**src/rtl/burst_gate_pkg.sv**
```systemverilog
package burst_gate_pkg;

  typedef enum logic [1:0] {
    PH_IDLE,
    PH_SHIFT,
    PH_CAPTURE,
    PH_FINISH
  } phase_t;

  // strobes from control to datapath
  typedef struct packed {
    logic load;   // accept a new pattern, sample configuration
    logic fire;   // a shift enable is issued this cycle
  } ctrlStrobe_t;

  // status from datapath to control
  typedef struct packed {
    logic gapExpired;  // wait counter reached its final cycle
    logic lastShift;   // only one shift left in this pattern
  } dpStatus_t;

endpackage

```
**src/rtl/burst_gate_datapath.sv**
```systemverilog
module burst_gate_datapath
  import burst_gate_pkg::*;
#(
  parameter int LEN_W    = 16,
  parameter int DIV_W    = 8,
  parameter int RAMP_LEN = 8
) (
  input  logic             clk,
  input  logic             rstN,
  input  ctrlStrobe_t      strobes,
  input  logic [LEN_W-1:0] chainLen,
  input  logic [DIV_W-1:0] slowDiv,
  input  logic [DIV_W-1:0] rampStep,
  output dpStatus_t        status
);

  localparam int BURST_N = 4;
  localparam logic [LEN_W-1:0] MIN_LEN   = LEN_W'(BURST_N);
  localparam logic [LEN_W-1:0] BURST_TOP = LEN_W'(BURST_N);
  localparam logic [LEN_W-1:0] RAMP_EDGE = LEN_W'(RAMP_LEN + BURST_N + 1);
  localparam logic [DIV_W-1:0] MIN_DIV   = DIV_W'(2);
  localparam logic [DIV_W-1:0] UNIT_GAP  = DIV_W'(1);

  logic [DIV_W-1:0] waitCnt;
  logic [DIV_W-1:0] curGap;
  logic [DIV_W-1:0] stepReg;
  logic [LEN_W-1:0] remShifts;

  logic [LEN_W-1:0] effLen;
  logic [DIV_W-1:0] effDiv;
  logic             preBurst;
  logic             inRamp;
  logic [DIV_W-1:0] rampedGap;
  logic [DIV_W-1:0] nextGap;

  always_comb begin
    effLen    = (chainLen < MIN_LEN) ? MIN_LEN : chainLen;
    effDiv    = (slowDiv < MIN_DIV) ? MIN_DIV : slowDiv;
    preBurst  = remShifts > BURST_TOP;
    inRamp    = preBurst && (remShifts < RAMP_EDGE);
    rampedGap = (curGap > stepReg) ? (curGap - stepReg) : UNIT_GAP;
    nextGap   = inRamp ? rampedGap : curGap;
  end

  always_ff @(posedge clk) begin
    if (!rstN) begin
      waitCnt   <= '0;
      curGap    <= '0;
      stepReg   <= '0;
      remShifts <= '0;
    end else if (strobes.load) begin
      waitCnt   <= effDiv;
      curGap    <= effDiv;
      stepReg   <= rampStep;
      remShifts <= effLen;
    end else if (strobes.fire) begin
      remShifts <= remShifts - LEN_W'(1);
      curGap    <= nextGap;
      waitCnt   <= preBurst ? nextGap : UNIT_GAP;
    end else if (waitCnt > UNIT_GAP) begin
      waitCnt <= waitCnt - UNIT_GAP;
    end
  end

  assign status.gapExpired = (waitCnt == UNIT_GAP);
  assign status.lastShift  = (remShifts == LEN_W'(1));

endmodule

```
**src/rtl/burst_gate_ctrl.sv**
```systemverilog
module burst_gate_ctrl
  import burst_gate_pkg::*;
(
  input  logic        clk,
  input  logic        rstN,
  input  logic        startPulse,
  input  dpStatus_t   status,
  output ctrlStrobe_t strobes,
  output logic        shiftEn,
  output logic        captureEn,
  output logic        patDone
);

  phase_t phase;
  phase_t phaseNext;

  always_comb begin
    strobes.load = (phase == PH_IDLE) && startPulse;
    strobes.fire = (phase == PH_SHIFT) && status.gapExpired;
    shiftEn      = strobes.fire;
    captureEn    = (phase == PH_CAPTURE);
    patDone      = (phase == PH_FINISH);
  end

  always_comb begin
    phaseNext = phase;
    unique case (phase)
      PH_IDLE:    if (startPulse) phaseNext = PH_SHIFT;
      PH_SHIFT:   if (strobes.fire && status.lastShift) phaseNext = PH_CAPTURE;
      PH_CAPTURE: phaseNext = PH_FINISH;
      PH_FINISH:  phaseNext = PH_IDLE;
      default:    phaseNext = PH_IDLE;
    endcase
  end

  always_ff @(posedge clk) begin
    if (!rstN) phase <= PH_IDLE;
    else       phase <= phaseNext;
  end

endmodule

```
**src/rtl/burst_shift_gate.sv**
```systemverilog
module burst_shift_gate
  import burst_gate_pkg::*;
#(
  parameter int LEN_W    = 16,
  parameter int DIV_W    = 8,
  parameter int RAMP_LEN = 8
) (
  input  logic             clk,
  input  logic             rstN,
  input  logic             startPulse,
  input  logic [LEN_W-1:0] chainLen,
  input  logic [DIV_W-1:0] slowDiv,
  input  logic [DIV_W-1:0] rampStep,
  output logic             shiftEn,
  output logic             captureEn,
  output logic             patDone
);

  ctrlStrobe_t strobes;
  dpStatus_t   status;

  burst_gate_ctrl i_ctrl (
    .clk        (clk),
    .rstN       (rstN),
    .startPulse (startPulse),
    .status     (status),
    .strobes    (strobes),
    .shiftEn    (shiftEn),
    .captureEn  (captureEn),
    .patDone    (patDone)
  );

  burst_gate_datapath #(
    .LEN_W    (LEN_W),
    .DIV_W    (DIV_W),
    .RAMP_LEN (RAMP_LEN)
  ) i_datapath (
    .clk      (clk),
    .rstN     (rstN),
    .strobes  (strobes),
    .chainLen (chainLen),
    .slowDiv  (slowDiv),
    .rampStep (rampStep),
    .status   (status)
  );

endmodule

```
**config.mk**
```make
export PLATFORM = sky130hd
export DESIGN_NAME = burst_shift_gate
export DESIGN_NICKNAME = d
export VERILOG_FILES = /design/src/rtl/burst_gate_pkg.sv /design/src/rtl/burst_gate_datapath.sv /design/src/rtl/burst_gate_ctrl.sv /design/src/rtl/burst_shift_gate.sv
export SDC_FILE = /design/constraint.sdc
export NUM_CORES = 1
export LEC_CHECK = 0
export ABC_AREA = 1
export BUFFER_PORTS_ARGS = -buffer_cell sky130_fd_sc_hd__buf_2
export CORE_MARGIN = 4
export CORE_UTILIZATION = 35
export CTS_CLUSTER_DIAMETER = 60
export DETAILED_ROUTE_END_ITERATION = 12
export PLACE_DENSITY_LB_ADDON = 0.12
export SYNTH_ARGS = -nofsm -noshare
export SYNTH_HDL_FRONTEND = slang
export SYNTH_SLANG_ARGS = --single-unit
```
**constraint.sdc**
```tcl
create_clock -name clk -period 1.9 [get_ports clk]
set_input_delay 0.095 -clock clk [delete_from_list [all_inputs] [get_ports clk]]
set_output_delay 0.095 -clock clk [all_outputs]
set_load 0.01 [all_outputs]
```
==> impl_metrics.tcl <==
set metrics [dict create \
    dr_total_vias 2995 \
    setup.worst_path.class "reg2reg" \
    placed_cell_area_sq_mm 0.00332 \
    path_buf_inv 2 \
    final_cell_area_sq_mm 0.00357 \
    cts_buffer_depth 2 \
    cts.clk_slew.worst_paths_ns 0.09 \
    portBuffers 37 \
    startpoint "i_datapath.curGap[0]$_SDFFE_PN0P_" \
    detail_route.wl_per_cell_um 13.4 \
    cellPowerDensity_mw_per_mm2 1460 \
    synth_nets 504 \
    cp.required_ns 2.10 \
    netlist_area_sq_mm 0.00291 \
    clock_sinks 42 \
    crit_path_frequent_cell "nand2_2" \
    drive_gt1_share_pct 23.5 \
    wirelength_um 8140 \
    crit_family "simple AND/OR/NAND/NOR gates" \
    place_hpwl_um 6230 \
    grt_pass1_wl_um 13700 \
    yosys.area_share.simple_pct 31.1 \
    status "finished, final reports clean" \
    core_area_sq_mm 0.00789 \
    synth-xor-area-share_pct 2.71 \
    power.leakage_nw 1.69 \
    gr-total-overflow 0 \
    skew_ns 0.00879 \
    crit_chain "inv_2 -> ha_4 -> inv_2 -> fa_2 -> nand2_2 -> nand2_2 -> nand3_2 -> nand2_2 -> nand2_4 -> nor2_4 -> nand2_1 -> nand2_2 -> nand2_2 -> nand2_2 -> nand2_2 -> a21oi_2" \
    slowest_delay_ns 0.40 \
    cts_tree "yes" \
    avgSynthCellArea_sq_um 6.47 \
    hold_violations 0 \
    die_y_um 99.2 \
    clock-root-buffer "clkbuf_8" \
    hold_class "in2reg" \
    fmax_mhz 543 \
    slew_violations 0 \
    fin_crit_ns 1.84 \
    num_io_pins 38 \
    r2r-start "i_datapath.curGap[0]$_SDFFE_PN0P_" \
    synth_compound_area_share_pct 19.0 \
    diodes 0 \
    drt_iter0_drc 109 \
    row_count 32 \
    ant_nets 0 \
    clock_latency_ns 0.30 \
    crit_path_end_kind "flip-flop" \
    worstPathArrival_ns 2.04 \
    globalRouteTotalUtil_pct 17.2 \
    critPathLaunchType "flip-flop" \
    synthAdderAreaFrac_pct 8.43 \
    cp_max_fo 5 \
    min_from "rampStep[6]" \
    power_mw 5.20 \
    nFillCells 851 \
    cts_hold_buf 0 \
    numCtsBuffers 5 \
    setup_violations 0 \
    antenna_found_initial 0 \
    vias_per_cell 4.93 \
    nNetsFinal 560 \
    irDropWorstVdd_mv 0.447 \
    htree_levels 2 \
    firstDrtPassIters 4 \
    period_share_pct 97.0 \
    maxCapViolCount 0 \
    yosysUniqueCellTypes 35 \
    synth_seq_area_share_pct 28.9 \
    drc 0 \
    synth_top_family_by_area "simple AND/OR/NAND/NOR gates" \
    synth-seq-cells 42 \
    dieArea_sq_mm 0.00984 \
    synthCells 450 \
    hold_ws_ns 0.0662 \
    grt_max_degree 35 \
    die_w_um 99.2 \
    yosys_warnings 0 \
    start_util_pct 36.9 \
    area.growth.synth_to_final_pct 22.7 \
    cp_slowest_cell "fa_2" \
    gp_congestion 0.830 \
    grt_setup_unrepaired "yes" \
    synth_mux_area_share_pct 0 \
    grt_pass1_vias 2931 \
    worstMarginPinSlew_ns 0.634 \
    maxSlewHeadroom_pct 57.5 \
]
-- worst min-delay path, stage by stage --
cell	delay [ns]
buf_2	0.07
o21ai_0	0.07
a21oi_1	0.10
-- metrics by stage --
step / setup TNS [ns] / cells / util (%) / setup slack [ns]
floorplan: 0 / 450 / - / 0.130
global placement: 0 / 596 / 42.1 / 0.0515
CTS: 0 / 603 / 43.6 / 0.00733
global route: -0.330 / 608 / 45.3 / -0.0718
finish: 0 / 608 / 45.3 / 0.0579
detailed placement: -0.000129 / 596 / 42.1 / -0.000129
-- routing by layer --
layer	vias to the layer above	global-route usage [%]	wire, um
met5	-	0	0
met4	0	4.62	93
met3	8	3.37	395
met1	1346	21.8	3740
met2	70	29.7	3910
li1	1571	-	-
-- placed cells by master (no fill, tap or decap), drive strengths merged, types with 2 or more instances in the layout --
cell type / n
xnor2: 5
xor2: 4
nand3: 10
buf: 60
nor2: 45
clkbuf: 6
nand4: 5
dfxtp: 42
a31oi: 12
a21oi: 40
ha: 18
o21ai: 43
nor4: 4
nor3: 8
inv: 62
or2: 3
o311ai: 2
nand2: 128
-- sequential cells by signal, summed over array words and instances (netlist names) --
| register | count |
|---|---|
| i_datapath.remShifts | 16 |
| i_ctrl.phase | 2 |
| i_datapath.stepReg | 8 |
| i_datapath.curGap | 8 |
| i_datapath.waitCnt | 8 |
-- logic make-up (layout without fill, tap and decap cells) --
kind of cell / after synthesis / count (layout)
simple gates: 203 / 203
flops: 42 / 42
xor+xnor: 9 / 9
buf+inv: 74 / 130
compound gates: 103 / 103
fa+ha+maj: 19 / 19
-- synthesized netlist by cell type (all sizes together) --
cell type	number	area (sq um)
a211oi	1	7.51
a21oi	40	200
a31oi	12	75.1
buf	6	30.0
clkbuf	5	18.8
clkinv	1	3.75
dfxtp	42	841
fa	1	20.0
ha	18	225
inv	62	233
nand2	128	498
nand3	10	50.1
nand4	5	46.3
nor2	45	228
nor3	8	40.0
nor4	4	25.0
o211ai	1	7.51
o21a	1	7.51
o21ai	43	215
o21bai	1	7.51
o221ai	1	8.76
o311ai	2	17.5
o31ai	1	7.51
or2	3	18.8
xnor2	5	43.8
xor2	4	35.0
-- report_power, final --
group | switching [mW] | internal [mW] | total [mW]
registers | 0.211 | 1.14 | 1.35
clock network | 0.339 | 0.421 | 0.761
logic | 1.89 | 1.20 | 3.09
total | 2.44 | 2.76 | 5.20
-- final cells by class --
| type | count | area, sq um | share of cell area [%] |
|---|---|---|---|
| Clock buffer | 6 | 82.6 | 2.31 |
| Clock inverter | 1 | 30.0 | 0.841 |
| Inverter | 63 | 236 | 6.62 |
| Multi-Input combinational cell | 334 | 1880 | 52.6 |
| Sequential cell | 42 | 845 | 23.7 |
| Tap cell | 102 | 128 | 3.58 |
| Timing Repair Buffer | 60 | 370 | 10.4 |
-- repair_timing --
| item | in CTS | in global routing |
|---|---|---|
| pin swaps | 0 | 14 |
| gates resized for setup | 1 | 32 |
| buffers inserted | 0 | 5 |
| setup endpoints to repair | 5 | 17 |
-- final timing paths --
kind,endpoint,slack (ns),depth (start not counted)
hold reg to reg,i_datapath.stepReg[2]$_SDFFE_PN0P_,0.46,2
setup reg to reg,i_datapath.waitCnt[7]$_SDFFE_PN0P_,0.06,16
setup / recovery,i_datapath.waitCnt[7]$_SDFFE_PN0P_,0.06,16
hold / removal,i_datapath.stepReg[6]$_SDFFE_PN0P_,0.07,3
Note: power is estimated with default switching activity, not from simulation.
